<file path="src/rtl/cfgfwd_pkg.sv">
package cfgfwd_pkg;

  // Input-side progress through one chain load
  typedef enum logic [1:0] {
    PH_SEARCH = 2'd0,
    PH_LEN    = 2'd1,
    PH_FRAMES = 2'd2,
    PH_BYPASS = 2'd3
  } phase_t;

  // Frame parser state while absorbing own frames
  typedef enum logic [1:0] {
    FS_IDLE = 2'd0,
    FS_GOT0 = 2'd1,
    FS_DATA = 2'd2
  } fstate_t;

endpackage

</file>
<file path="src/rtl/cfgfwd_seq.sv">
module cfgfwd_seq
  import cfgfwd_pkg::*;
#(
  parameter int LEN_W = 24
) (
  input  logic   clk,
  input  logic   rst,
  input  logic   clr,
  input  logic   match,
  input  logic   last_done,
  output phase_t phase
);

  localparam int LCW = (LEN_W > 1) ? $clog2(LEN_W) : 1;

  phase_t         phase_q;
  logic [LCW-1:0] len_cnt_q;

  always_ff @(posedge clk) begin
    if (clr) begin
      phase_q   <= PH_SEARCH;
      len_cnt_q <= '0;
    end else begin
      unique case (phase_q)
        PH_SEARCH: begin
          len_cnt_q <= '0;
          if (match) phase_q <= PH_LEN;
        end
        PH_LEN: begin
          if (len_cnt_q == LCW'(LEN_W - 1)) begin
            phase_q   <= PH_FRAMES;
            len_cnt_q <= '0;
          end else begin
            len_cnt_q <= len_cnt_q + 1'b1;
          end
        end
        PH_FRAMES: begin
          if (last_done) phase_q <= PH_BYPASS;
        end
        default: phase_q <= PH_BYPASS;
      endcase
    end
  end

  assign phase = phase_q;

  // Bypass is left only through a restart
  assert_bypass_holds_R7: assert property (@(posedge clk) disable iff (rst)
    (phase_q == PH_BYPASS && !clr) |=> (phase_q == PH_BYPASS));

  // The length field lasts exactly LEN_W bits, so frames begin only after it
  assert_frames_after_len_R4: assert property (@(posedge clk) disable iff (rst)
    (phase_q == PH_FRAMES && $past(phase_q) == PH_LEN) |-> ($past(len_cnt_q) == LCW'(LEN_W - 1)));

endmodule

</file>
<file path="src/rtl/cfgfwd_hdr_fwd.sv">
module cfgfwd_hdr_fwd
  import cfgfwd_pkg::*;
#(
  parameter int             PRE_W   = 8,
  parameter logic [PRE_W-1:0] PATTERN = 8'hF2,
  parameter int             LEN_W   = 24
) (
  input  logic             clk,
  input  logic             rst,
  input  logic             clr,
  input  logic             din,
  input  phase_t           phase,
  output logic             match,
  output logic             emit_on,
  output logic             emit_bit,
  output logic [LEN_W-1:0] length_q
);

  localparam int HDR_BITS = PRE_W + LEN_W;
  localparam int ECW      = $clog2(HDR_BITS + 1);

  logic [PRE_W-1:0] hist_q;
  logic [PRE_W-1:0] hist_nxt;
  logic [ECW-1:0]   ecnt_q;
  logic             emit_q;
  logic [LEN_W-1:0] len_q;

  // The history doubles as the replay delay line: PRE_W bit periods
  assign hist_nxt = {hist_q[PRE_W-2:0], din};
  assign match    = (phase == PH_SEARCH) && (hist_nxt == PATTERN);

  always_ff @(posedge clk) begin
    if (clr) begin
      hist_q <= '0;
      ecnt_q <= '0;
      emit_q <= 1'b0;
      len_q  <= '0;
    end else begin
      hist_q <= hist_nxt;
      if (match) begin
        emit_q <= 1'b1;
        ecnt_q <= '0;
      end else if (emit_q) begin
        if (ecnt_q == ECW'(HDR_BITS - 1)) emit_q <= 1'b0;
        ecnt_q <= ecnt_q + 1'b1;
      end
      if (phase == PH_LEN) len_q <= {len_q[LEN_W-2:0], din};
    end
  end

  assign emit_on  = emit_q;
  assign emit_bit = hist_q[PRE_W-1];
  assign length_q = len_q;

  // Replay starts with the full sync pattern sitting in the delay line
  assert_replay_starts_on_sync_R3: assert property (@(posedge clk) disable iff (rst)
    $rose(emit_q) |-> (hist_q == PATTERN));

  // Replay never outlasts the header
  assert_replay_bounded_R3: assert property (@(posedge clk) disable iff (rst)
    emit_q |-> (ecnt_q < ECW'(HDR_BITS)));

endmodule

</file>
<file path="src/rtl/cfgfwd_frame_sink.sv">
module cfgfwd_frame_sink
  import cfgfwd_pkg::*;
#(
  parameter int DATA_W     = 32,
  parameter int NUM_FRAMES = 4
) (
  input  logic              clk,
  input  logic              rst,
  input  logic              clr,
  input  phase_t            phase,
  input  logic              din,
  output logic [DATA_W-1:0] frame_word,
  output logic              frame_valid,
  output logic              done,
  output logic              last_done
);

  localparam int BCW = (DATA_W > 1) ? $clog2(DATA_W) : 1;
  localparam int FCW = $clog2(NUM_FRAMES + 1);

  fstate_t          fst_q;
  logic [BCW-1:0]   bit_cnt_q;
  logic [FCW-1:0]   frm_cnt_q;
  logic [DATA_W-1:0] shreg_q;
  logic [DATA_W-1:0] word_q;
  logic             valid_q;
  logic             done_q;
  logic             word_end;

  assign word_end  = (phase == PH_FRAMES) && (fst_q == FS_DATA) &&
                     (bit_cnt_q == BCW'(DATA_W - 1));
  assign last_done = word_end && (frm_cnt_q == FCW'(NUM_FRAMES - 1));

  always_ff @(posedge clk) begin
    if (clr) begin
      fst_q     <= FS_IDLE;
      bit_cnt_q <= '0;
      frm_cnt_q <= '0;
      shreg_q   <= '0;
      word_q    <= '0;
      valid_q   <= 1'b0;
      done_q    <= 1'b0;
    end else begin
      valid_q <= 1'b0;
      if (phase == PH_FRAMES) begin
        unique case (fst_q)
          FS_IDLE: if (!din) fst_q <= FS_GOT0;
          FS_GOT0: begin
            if (din) begin
              fst_q     <= FS_DATA;
              bit_cnt_q <= '0;
            end
          end
          default: begin
            shreg_q   <= {shreg_q[DATA_W-2:0], din};
            bit_cnt_q <= bit_cnt_q + 1'b1;
            if (word_end) begin
              word_q    <= {shreg_q[DATA_W-2:0], din};
              valid_q   <= 1'b1;
              frm_cnt_q <= frm_cnt_q + 1'b1;
              fst_q     <= FS_IDLE;
              if (last_done) done_q <= 1'b1;
            end
          end
        endcase
      end else begin
        fst_q <= FS_IDLE;
      end
    end
  end

  assign frame_word  = word_q;
  assign frame_valid = valid_q;
  assign done        = done_q;

  assert_valid_single_cycle_R5: assert property (@(posedge clk) disable iff (rst)
    valid_q |=> !valid_q);

  assert_done_sticky_R7: assert property (@(posedge clk) disable iff (rst)
    (done_q && !clr) |=> done_q);

  assert_done_with_last_word_R7: assert property (@(posedge clk) disable iff (rst)
    $rose(done_q) |-> valid_q);

  assert_no_word_after_done_R8: assert property (@(posedge clk) disable iff (rst)
    (done_q && !clr) |=> !valid_q);

endmodule

</file>
<file path="src/rtl/cfgfwd_out_stage.sv">
module cfgfwd_out_stage
  import cfgfwd_pkg::*;
(
  input  logic   clk,
  input  logic   rst,
  input  logic   clr,
  input  logic   din,
  input  phase_t phase,
  input  logic   emit_on,
  input  logic   emit_bit,
  output logic   dout
);

  logic sel_bit;
  logic out_q;
  logic fall_q;

  // Replay beats bypass beats idle-high
  always_comb begin
    if (emit_on)                 sel_bit = emit_bit;
    else if (phase == PH_BYPASS) sel_bit = din;
    else                         sel_bit = 1'b1;
  end

  always_ff @(posedge clk) begin
    if (clr) out_q <= 1'b1;
    else     out_q <= sel_bit;
  end

  // Launch on the falling edge for the next device's rising-edge sample
  always_ff @(negedge clk) begin
    fall_q <= out_q;
  end

  assign dout = fall_q;

  assert_bypass_follows_input_R7: assert property (@(posedge clk) disable iff (rst)
    (phase == PH_BYPASS && !emit_on && !clr) |=> (out_q == $past(din)));

  assert_hold_high_R6: assert property (@(posedge clk) disable iff (rst)
    ((phase == PH_FRAMES || phase == PH_LEN) && !emit_on && !clr) |=> out_q);

  assert_restart_idles_R9: assert property (@(posedge clk) disable iff (rst)
    clr |=> out_q);

endmodule

</file>
<file path="src/rtl/cfgfwd_chain_node.sv">
module cfgfwd_chain_node
  import cfgfwd_pkg::*;
#(
  parameter int             DATA_W     = 32,
  parameter int             NUM_FRAMES = 4,
  parameter int             PRE_W      = 8,
  parameter logic [PRE_W-1:0] PATTERN  = 8'hF2,
  parameter int             LEN_W      = 24
) (
  input  logic              clk,
  input  logic              rst,
  input  logic              reconfig_req,
  input  logic              chain_cfg_en,
  input  logic              cfg_din,
  output logic              cfg_dout,
  output logic [DATA_W-1:0] frame_word,
  output logic              frame_valid,
  output logic [LEN_W-1:0]  length_count,
  output logic              load_done
);

  phase_t phase;
  logic   clr;
  logic   match;
  logic   last_done;
  logic   emit_on;
  logic   emit_bit;

  // Restart gate: reconfiguration re-arms only with the enable bit set
  assign clr = rst | (reconfig_req & chain_cfg_en);

  cfgfwd_seq #(.LEN_W(LEN_W)) seq_i (
    .clk       (clk),
    .rst       (rst),
    .clr       (clr),
    .match     (match),
    .last_done (last_done),
    .phase     (phase)
  );

  cfgfwd_hdr_fwd #(.PRE_W(PRE_W), .PATTERN(PATTERN), .LEN_W(LEN_W)) hdr_i (
    .clk      (clk),
    .rst      (rst),
    .clr      (clr),
    .din      (cfg_din),
    .phase    (phase),
    .match    (match),
    .emit_on  (emit_on),
    .emit_bit (emit_bit),
    .length_q (length_count)
  );

  cfgfwd_frame_sink #(.DATA_W(DATA_W), .NUM_FRAMES(NUM_FRAMES)) sink_i (
    .clk         (clk),
    .rst         (rst),
    .clr         (clr),
    .phase       (phase),
    .din         (cfg_din),
    .frame_word  (frame_word),
    .frame_valid (frame_valid),
    .done        (load_done),
    .last_done   (last_done)
  );

  cfgfwd_out_stage out_i (
    .clk      (clk),
    .rst      (rst),
    .clr      (clr),
    .din      (cfg_din),
    .phase    (phase),
    .emit_on  (emit_on),
    .emit_bit (emit_bit),
    .dout     (cfg_dout)
  );

  assert_reconfig_gated_R9: assert property (@(posedge clk) disable iff (rst)
    (reconfig_req && !chain_cfg_en && load_done) |=> load_done);

  assert_reconfig_clears_R9: assert property (@(posedge clk) disable iff (rst)
    (reconfig_req && chain_cfg_en) |=> !load_done);

endmodule

</file>
<file path="config.mk">
export PLATFORM = sky130hd
export DESIGN_NAME = cfgfwd_chain_node
export DESIGN_NICKNAME = d
export VERILOG_FILES = /design/src/rtl/cfgfwd_pkg.sv /design/src/rtl/cfgfwd_seq.sv /design/src/rtl/cfgfwd_hdr_fwd.sv /design/src/rtl/cfgfwd_frame_sink.sv /design/src/rtl/cfgfwd_out_stage.sv /design/src/rtl/cfgfwd_chain_node.sv
export SDC_FILE = /design/constraint.sdc
export NUM_CORES = 1
export LEC_CHECK = 0
export BUFFER_PORTS_ARGS = -buffer_cell sky130_fd_sc_hd__buf_2
export CAP_MARGIN = 20
export CELL_PAD_IN_SITES_DETAIL_PLACEMENT = 0
export CELL_PAD_IN_SITES_GLOBAL_PLACEMENT = 2
export CORE_AREA = 2 2 120 122
export CTS_BUF_LIST = sky130_fd_sc_hd__clkbuf_4 sky130_fd_sc_hd__clkbuf_8 sky130_fd_sc_hd__clkbuf_16
export DETAILED_ROUTE_END_ITERATION = 7
export DIE_AREA = 0 0 122 124
export PLACE_DENSITY_LB_ADDON = 0.1
export SETUP_SLACK_MARGIN = 0.5
export SYNTH_ARGS = -nofsm -noshare
export SYNTH_HDL_FRONTEND = slang
export SYNTH_SLANG_ARGS = --single-unit
</file>
<file path="constraint.sdc">
create_clock -name clk -period 2.4 [get_ports clk]
set_input_delay 0.36 -clock clk [delete_from_list [all_inputs] [get_ports clk]]
set_output_delay 0.36 -clock clk [all_outputs]
set_load 0.1 [all_outputs]
</file>
After elaboration in Yosys (flattened, before gate mapping)
Index checks and enable logic that the tools add are counted.
{"block": "totals", "ff_bits": 123, "inputBits": 5, "out_inout_bits": 59}
{"block": "classes", "muxes": 18, "n_eq_ne": 15, "n_reduce_logical": 18, "n_bitwise": 5, "addsub": 4}
{"op": "5-bit one-hot mux with 2 select lines", "count": 2}
{"op": "2-bit two-way mux", "count": 6}
{"op": "3-bit AND reduction", "count": 4}
{"op": "5-bit by 1-bit adder with 5-bit output, second input constant", "count": 2}
{"op": "5-bit equality test, second input constant", "count": 2}
{"op": "5-bit two-way mux", "count": 2}
{"op": "8-bit equality test, second input constant", "count": 1}
{"op": "2-bit != test, second input constant", "count": 4}
{"op": "6-bit by 1-bit adder with 6-bit output, second input constant", "count": 1}
{"op": "2-bit equality test, second input constant", "count": 3}
{"op": "6-bit by 5-bit equality test with 1-bit output, second input constant", "count": 1}
{"op": "1-bit two-way mux", "count": 6}
{"op": "2-bit one-hot mux with 3 select lines", "count": 1}
{"op": "2-bit OR reduction", "count": 3}
{"op": "2-bit by 1-bit equality test with 1-bit output, second input constant", "count": 2}
{"op": "1-bit logical AND", "count": 4}
{"op": "2-bit logical NOT", "count": 2}
{"op": "2-bit one-hot mux with 2 select lines", "count": 1}
{"op": "4-bit AND reduction", "count": 1}
{"op": "4-bit OR reduction", "count": 1}
{"op": "3-bit by 1-bit adder with 3-bit output, second input constant", "count": 1}
{"op": "3-bit by 2-bit equality test with 1-bit output, second input constant", "count": 1}
{"op": "1-bit NOT", "count": 3}
{"op": "3-bit nonzero test", "count": 1}
{"op": "other kinds (5)", "count": 5}

Depth between registers and ports, before layout
Gate-level depths: netlist of run 1.
{"block": "depth", "depth_word": 6, "depth_mapped": 8}

Modules after synthesis
A second synthesis of run 1 with hierarchy kept.
{"block": "hier_totals", "cells_unflattened": 544, "area_unflattened_um2": 4616.9}
{"module": "cfgfwd_frame_sink", "seq_area_each_um2": 1501.4, "area_per_inst_um2": 2813.9, "cells_each": 343, "n_inst": 1}
{"module": "cfgfwd_hdr_fwd", "seq_area_each_um2": 780.7, "area_per_inst_um2": 1381.3, "cells_each": 157, "n_inst": 1}
{"module": "cfgfwd_seq", "seq_area_each_um2": 140.1, "area_per_inst_um2": 344.1, "cells_each": 37, "n_inst": 1}
{"module": "cfgfwd_out_stage", "seq_area_each_um2": 40.0, "area_per_inst_um2": 70.1, "cells_each": 6, "n_inst": 1}
{"module": "cfgfwd_chain_node", "seq_area_each_um2": 0.0, "area_per_inst_um2": 7.5, "cells_each": 1, "n_inst": 1}

==> results of run 1 <==
## path summary, 6_finish.rpt
path / from / to / slack, ns / cells after the start
max: out_i.dout$_DFF_N_ / cfg_dout / -0.09 / 1
min: cfg_din / sink_i.shreg_q[0]$_SDFFE_PP0P_ / 0.31 / 3
max reg2reg: sink_i.bit_cnt_q[0]$_SDFFE_PP0P_ / sink_i.done$_SDFFE_PP0P_ / 0.63 / 8
min reg2reg: hdr_i.hist_q[0]$_SDFF_PP0_ / hdr_i.hist_q[1]$_SDFF_PP0_ / 0.45 / 1
## area by class of cell
| class | count | area (µm²) | share of cell area |
|---|---|---|---|
| sequential | 123 | 2470 | 0.431 |
| multi-input combinational | 373 | 1940 | 0.339 |
| clock buffer | 30 | 536 | 0.0935 |
| timing repair buffer | 83 | 527 | 0.0920 |
| tap | 180 | 225 | 0.0393 |
| inverter | 4 | 15.0 | 0.00262 |
| clock inverter | 3 | 13.8 | 0.00240 |
## power by group through the flow
stage                      Clock (W)  Combinational, W  Sequential, W
after global routing         0.00250         0.0000715        0.00204
after CTS                    0.00239         0.0000669        0.00205
after global placement    0.00000517         0.0000670        0.00209
after floorplan           0.00000517         0.0000448        0.00209
final                        0.00232         0.0000652        0.00205
after detailed placement  0.00000517         0.0000667        0.00209
## cell usage after synthesis, types with 3 or more instances
cell type                  number  area [µm²]
sky130_fd_sc_hd__buf_2          7        35.0
sky130_fd_sc_hd__or4_1          3        22.5
sky130_fd_sc_hd__o21ai_1       20         100
sky130_fd_sc_hd__and2_1         7        43.8
sky130_fd_sc_hd__clkbuf_1      35         131
sky130_fd_sc_hd__inv_1          5        18.8
sky130_fd_sc_hd__or3_1          3        18.8
sky130_fd_sc_hd__a21oi_1      101         505
sky130_fd_sc_hd__nand2_1      117         439
sky130_fd_sc_hd__o21ai_0       20         100
sky130_fd_sc_hd__buf_1          3        11.3
sky130_fd_sc_hd__nand3_1       39         195
sky130_fd_sc_hd__dfxtp_1      123        2460
sky130_fd_sc_hd__nor2_1        11        41.3
sky130_fd_sc_hd__xor2_1         3        26.3
sky130_fd_sc_hd__nand4_1        4        25.0
sky130_fd_sc_hd__ha_1           6        75.1
sky130_fd_sc_hd__nor2b_1        5        31.3
## flip-flops by register name, indices dropped and copies added, names as in the netlist
| name | cells |
|---|---|
| hdr_i.ecnt_q | 6 |
| hdr_i.emit_on | 1 |
| hdr_i.hist_q | 8 |
| hdr_i.length_q | 24 |
| out_i.dout | 1 |
| out_i.out_q | 1 |
| seq_i.len_cnt_q | 5 |
| seq_i.phase | 2 |
| sink_i.bit_cnt_q | 5 |
| sink_i.done | 1 |
| sink_i.frame_valid | 1 |
| sink_i.frame_word | 32 |
| sink_i.frm_cnt_q | 3 |
| sink_i.fst_q | 2 |
| sink_i.shreg_q | 31 |
## kinds of logic after synthesis
kind of cell | after synthesis
adders and majority gates | 6
DFF | 123
muxes | 2
and+or+nand+nor | 204
buffers and inverters | 51
xor gates and xnor gates | 4
AOI/OAI and AO/OA | 157
## timing repair
item                                    CTS  global route
gates cloned                              0             1
endpoints found under the setup margin    1            33
buffers inserted                          0             4
hold endpoints to repair                  0             0
resized for setup                         0             3
## metrics by stage
stage	cell area (µm²)	TNS, ns	hold WS (ns)	total power [W]	std cells
after floorplan	4600	0	0.421	0.00214	547
after global placement	5120	0	0.433	0.00216	759
after detailed placement	5120	0	0.437	0.00216	759
after CTS	5660	-0.111	0.289	0.00450	791
after global routing	5730	-0.147	0.317	0.00461	796
final	5730	-0.0911	0.308	0.00443	796
## per-layer routing
layer | GRT usage | wire (µm) | up-vias
met5 | 0 | 0 | -
met4 | 0.0690 | 155 | 0
met3 | 0.0444 | 507 | 16
met2 | 0.239 | 4960 | 76
met1 | 0.189 | 5220 | 1843
li1 | - | - | 1989
## cell usage in the layout, fill, tap and decap left out, types with 2 or more instances in the layout
master and instances:
sky130_fd_sc_hd__buf_12 3, sky130_fd_sc_hd__nor2b_1 3, sky130_fd_sc_hd__o31ai_1 2, sky130_fd_sc_hd__clkbuf_16 18, sky130_fd_sc_hd__buf_2 62, sky130_fd_sc_hd__clkbuf_8 2
sky130_fd_sc_hd__ha_1 6, sky130_fd_sc_hd__mux2i_1 2, sky130_fd_sc_hd__inv_1 5, sky130_fd_sc_hd__nand2_1 117, sky130_fd_sc_hd__a311oi_1 2, sky130_fd_sc_hd__and2_1 7
sky130_fd_sc_hd__dfxtp_1 121, sky130_fd_sc_hd__a21oi_1 101, sky130_fd_sc_hd__a31oi_1 2, sky130_fd_sc_hd__o21ai_0 20, sky130_fd_sc_hd__nand3b_1 2, sky130_fd_sc_hd__buf_4 16
sky130_fd_sc_hd__xor2_1 3, sky130_fd_sc_hd__nor2_1 11, sky130_fd_sc_hd__clkbuf_4 11, sky130_fd_sc_hd__or3_1 3, sky130_fd_sc_hd__nor2b_2 2, sky130_fd_sc_hd__or4_1 3
sky130_fd_sc_hd__clkinv_2 2, sky130_fd_sc_hd__nand4_1 4, sky130_fd_sc_hd__nand3_1 39, sky130_fd_sc_hd__o21ai_1 20, sky130_fd_sc_hd__and3b_1 2
==> results by group, run 1 <==
Status
  • Status: complete, but fails checks
  • Violated checks: setup timing

Global routing
  • Number of antenna violations at the first check in global routing: 0
  • Grt total ovfl: 0
  • Overall fraction of global-route tracks in use: 0.151
  • Wire length of the first global-routing pass: 17900 µm
  • Via count of the first global-routing pass: approximately 3700
  • Largest net degree at the start of global routing: 74

Pwr
  • Sequential power share: 0.462
  • Internal power summed over all cells: between 0.003 and 0.004 W
  • Clk pwr share: 0.523
  • Pleak: 2.11 nW
  • Pwr dens: 774 mW/mm²
  • Worst voltage drop across the vdd grid: between 0.4 and 0.5 mV
  • Switch Pwr: 0.000872 W
  • Switching part of the total power: 0.197
  • Fraction of power consumed by combinational cells: 0.015

CTS
  • Hold bufs inserted after CTS: 0
  • Buffer levels on the longest clock path: 2
  • Clock Latency Late Sink: ~0.43 ns
  • Root buffer cell: sky130_fd_sc_hd__clkbuf_16
  • Reg clk slew, reported paths: 0.05 ns
  • Number of H-tree branching levels: 4
  • CTS Buf Count: 17
  • Clock tree from TritonCTS: built
  • Sink count of the clock tree: between 100 and 150

Placement
  • Post-placement setup slack: ~0.35 ns
  • Final Wtd Congestion: 0.730
  • # port buffers: 63
  • Total half-perimeter wirelength after legalization and detailed placement: 6460 µm

Setup path
  • Cell type of the slowest stage on the worst timing path: sky130_fd_sc_hd__dfxtp_4
  • Kind of critical path: flop to output pin
  • Worst Path Buf+Inv: 1
  • Nature of the critical path startpoint: flop
  • CP peak stage delay: approximately 0.34 ns
  • Highest net fanout along the worst path: 1
  • Sort of element at the end of the critical path: output pin
  • Worst Path Arrival: about 2.1 ns
  • Req. time, crit path: between 2 and 2.5 ns
  • Cell family contributing the most delay on the critical path: flip-flops
  • Cell-by-cell trace of the critical path: buf_12

Detailed routing
  • Post-detailed-routing wire length: 10800 µm
  • Number of search-and-repair iterations in the first detailed-routing pass: 5
  • First DRT Iteration DRCs: 239
  • Routed Antenna Nets: 0
  • Vias after detailed routing: between 3000 and 4000
  • Post-route DRC violation count: 0
  • Wire length per cell after detailed routing: ~14 µm
  • Vias per inst: 4.93

Synthesis
  • Fraction of registers with async set/reset: 0
  • Sequential share of the synthesized area: 0.536
  • Synthesized area divided by synthesized cell count: 8.41 µm²
  • Simple-gate area share of the yosys netlist: 0.204
  • Xor/xnor cell area share of the yosys netlist: 0.00762
  • Number of distinct standard cells referenced by the synthesized netlist: 46
  • Netlist area before placement: roughly 0.0046 mm²
  • Total nets after synthesis: about 560
  • Fraction of the mapped netlist area in compound gates: 0.187
  • Multiplexer fraction of the synthesized cell area: 0.00435
  • Yosys warns: 0
  • EDFF count, synth: 0
  • Main flop type after synthesis: sky130_fd_sc_hd__dfxtp_1
  • Dominant combinational cell family by area after synthesis: simple AND/OR/NAND/NOR gates
  • Post-synthesis register bit count: 123
  • Count of mapped cells out of synthesis: 547
  • Share of synthesized cell area in full adder, half adder and majority cells: 0.0163

STA
  • Final WS setup: -0.0911 ns
  • Setup repair after global routing missed its margin: yes
  • Worst slew margin relative to its limit: 0.470
  • Number of pins with negative max-slew slack in the final report: 0
  • Final setup vio count: 1
  • Pin slew with the least headroom to its limit: between 0.7 and 0.8 ns
  • Final count of hold timing violations: 0
  • Worst clock skew: around 0.022 ns

Job
  • Max-cap violations: 0

Floorplan
  • Starting utilization of the core area: 0.335
  • Die extent in x: approximately 120 µm
  • Die boundary height: 124 µm
  • Number of top-level pins: 64
  • Die outline area: approximately 0.015 mm²
  • Floorplan Core Area: about 0.014 mm²
  • Number of placement rows: between 40 and 50

Cells and area
  • NumNets Final: 614
  • End-of-flow core utilization: 0.417
  • Proportion of layout cells with a drive suffix above 1: 0.209
  • Number of diodes added for antenna fixing: 0
  • Filler cell count: approximately 1400
  • Area added between synthesis and finish: 24.5%

Min path
  • Type of the worst min-delay path: primary input to flop
Note: power is estimated with default switching activity, not from simulation.
==> run 2, diff against run 1 <==
--- a/config.mk
+++ b/config.mk
@@ -10,7 +10,7 @@
 export CELL_PAD_IN_SITES_DETAIL_PLACEMENT = 0
 export CELL_PAD_IN_SITES_GLOBAL_PLACEMENT = 2
 export CORE_AREA = 2 2 120 122
-export CTS_BUF_LIST = sky130_fd_sc_hd__clkbuf_4 sky130_fd_sc_hd__clkbuf_8 sky130_fd_sc_hd__clkbuf_16
+export CTS_BUF_LIST = sky130_fd_sc_hd__clkbuf_16
 export DETAILED_ROUTE_END_ITERATION = 7
 export DIE_AREA = 0 0 122 124
 export PLACE_DENSITY_LB_ADDON = 0.1
==> results by group, run 2 (synthesized netlist as in run 1, its figures left out) <==
Setup path
  • Nature of the critical path startpoint: flop
  • Worst r2r dst: sink_i.done$_SDFFE_PP0P_
  • Req. time, crit path: 2.04 ns
  • Cell-by-cell trace of the critical path: buf_12
  • Cell family contributing the most delay on the critical path: flip-flops
  • Cell depth of the worst flop-to-flop path: 8
  • Cell type of the slowest stage on the worst timing path: sky130_fd_sc_hd__dfxtp_4
  • Sort of element at the end of the critical path: output pin
  • CP peak stage delay: 0.34 ns
  • Startpoint of the worst register-to-register path: sink_i.bit_cnt_q[0]$_SDFFE_PP0P_
  • Worst setup path startpoint: out_i.dout$_DFF_N_
  • Highest net fanout along the worst path: 1
  • Worst Path Arrival: 2.13 ns
  • Crit path depth: 1
  • Kind of critical path: flop to output pin
  • Register-to-register path setup slack: 0.63 ns
  • Critical Path Sink: cfg_dout
  • Worst Path Buf+Inv: 1

Floorplan
  • Number of top-level pins: 64
  • Die boundary height: roughly 120 µm
  • Die outline area: roughly 0.015 mm²
  • Die extent in x: roughly 120 µm
  • Number of placement rows: between 40 and 50
  • Starting utilization of the core area: 0.335
  • Floorplan Core Area: 0.0137 mm²

Status
  • Violated checks: setup timing
  • Status: complete, but fails checks

Detailed routing
  • Number of search-and-repair iterations in the first detailed-routing pass: 5
  • Post-route DRC violation count: 0
  • Wire length per cell after detailed routing: between 10 and 15 µm
  • Vias per inst: approximately 4.9
  • First DRT Iteration DRCs: ~240
  • Vias after detailed routing: 3901
  • Routed Antenna Nets: 0
  • Post-detailed-routing wire length: 10800 µm

Job
  • Max-cap violations: 0

Placement
  • Final Wtd Congestion: approximately 0.73
  • Total half-perimeter wirelength after legalization and detailed placement: 6460 µm
  • Post-placement setup slack: 0.347 ns
  • # port buffers: 63

Global routing
  • Via count of the first global-routing pass: between 3000 and 4000
  • Largest net degree at the start of global routing: 74
  • Grt total ovfl: 0
  • Wire length of the first global-routing pass: 17900 µm
  • Number of antenna violations at the first check in global routing: 0
  • Overall fraction of global-route tracks in use: 0.150

STA
  • Setup repair after global routing missed its margin: yes
  • Final WS setup: -0.0893 ns
  • Final count of hold timing violations: 0
  • Pin slew with the least headroom to its limit: about 0.8 ns
  • Worst clock skew: 0.0232 ns
  • Final setup vio count: 1
  • Worst slew margin relative to its limit: 0.468
  • Number of pins with negative max-slew slack in the final report: 0

Cells and area
  • NumNets Final: 614
  • Filler cell count: about 1400
  • Proportion of layout cells with a drive suffix above 1: 0.188
  • Number of diodes added for antenna fixing: 0
  • Most frequent standard cell in the layout excluding fill and tap cells: sky130_fd_sc_hd__dfxtp_1
  • Largest register FFs: 32
  • Highest-count cells in the layout ignoring fill and taps: 121 x sky130_fd_sc_hd__dfxtp_1, 117 x sky130_fd_sc_hd__nand2_1, 101 x sky130_fd_sc_hd__a21oi_1
  • Area added between synthesis and finish: 23.2%

Pwr
  • Worst voltage drop across the vdd grid: ~0.43 mV
  • Pwr dens: 740 mW/mm²
  • Pleak: approximately 2.1 nW
  • Total power of the final layout: 0.00419 W

CTS
  • Root buffer cell: sky130_fd_sc_hd__clkbuf_16
  • Hold bufs inserted after CTS: 0
  • Clock Latency Late Sink: approximately 0.43 ns
  • CTS Buf Count: 17
  • Reg clk slew, reported paths: 0.05 ns
  • Sink count of the clock tree: around 120
  • Clock tree from TritonCTS: built
  • Number of H-tree branching levels: 4
  • Buffer levels on the longest clock path: 2

Min path
  • Type of the worst min-delay path: primary input to flop
[run 2: cell count changes in the layout (fill, tap and decap cells not counted)]
cell,change
sky130_fd_sc_hd__inv_1,+11
sky130_fd_sc_hd__clkbuf_8,-2
sky130_fd_sc_hd__clkinv_1,+2
sky130_fd_sc_hd__clkbuf_4,-11
[run 2: power breakdown]
group | switching (W) | internal [W]
Combinational | 0.0000488 | 0.0000161
Sequential | 0.000000746 | 0.00205
Clock | 0.000821 | 0.00126
Total | 0.000870 | 0.00332
[run 2: stage by stage]
stage	hold WS, ns	instances	instance area [µm²]	util	setup TNS [ns]
after detailed placement	0.437	759	5120	0.373	0
final	0.313	796	5670	0.413	-0.0893
after global placement	0.433	759	5120	0.373	0
after CTS	0.290	791	5600	0.408	-0.111
after global routing	0.320	796	5670	0.413	-0.146
after floorplan	0.421	547	4600	-	0
[run 2: layer usage]
metal  GRT usage  part of all wire  vias up
met5           0                 0        -
met4      0.0690             0.014        0
met3      0.0430             0.051       15
met2       0.240              0.46       72
met1       0.188              0.47     1824
li1            -                 -     1990
[run 2: how the worst min path moves through the flow]
stage	startpoint	end	slack [ns]	cells after the start
finish	cfg_din	sink_i.shreg_q[0]$_SDFFE_PP0P_	0.31	3
global route	cfg_din	sink_i.shreg_q[0]$_SDFFE_PP0P_	0.32	3
CTS	cfg_din	sink_i.shreg_q[0]$_SDFFE_PP0P_	0.29	3
detailed placement	hdr_i.hist_q[0]$_SDFF_PP0_	hdr_i.hist_q[1]$_SDFF_PP0_	0.44	1
global placement	hdr_i.hist_q[0]$_SDFF_PP0_	hdr_i.hist_q[1]$_SDFF_PP0_	0.43	1
floorplan	hdr_i.hist_q[0]$_SDFF_PP0_	hdr_i.hist_q[1]$_SDFF_PP0_	0.42	1
[run 2: repair_timing]
action,4_1_cts,5_1_grt
gates cloned,0,1
resized for setup,0,3
pin swaps,0,0
setup endpoints to repair,1,33
setup buffers,0,4
[run 2: final cells by class]
cell class                 instances  area (µm²)  area share
timing repair buffer              83         527      0.0930
clock buffer                      17         425      0.0751
tap                              180         225      0.0398
sequential                       123        2470       0.436
inverter                           4        15.0     0.00265
clock inverter                    16        62.6      0.0110
multi-input combinational        373        1940       0.343
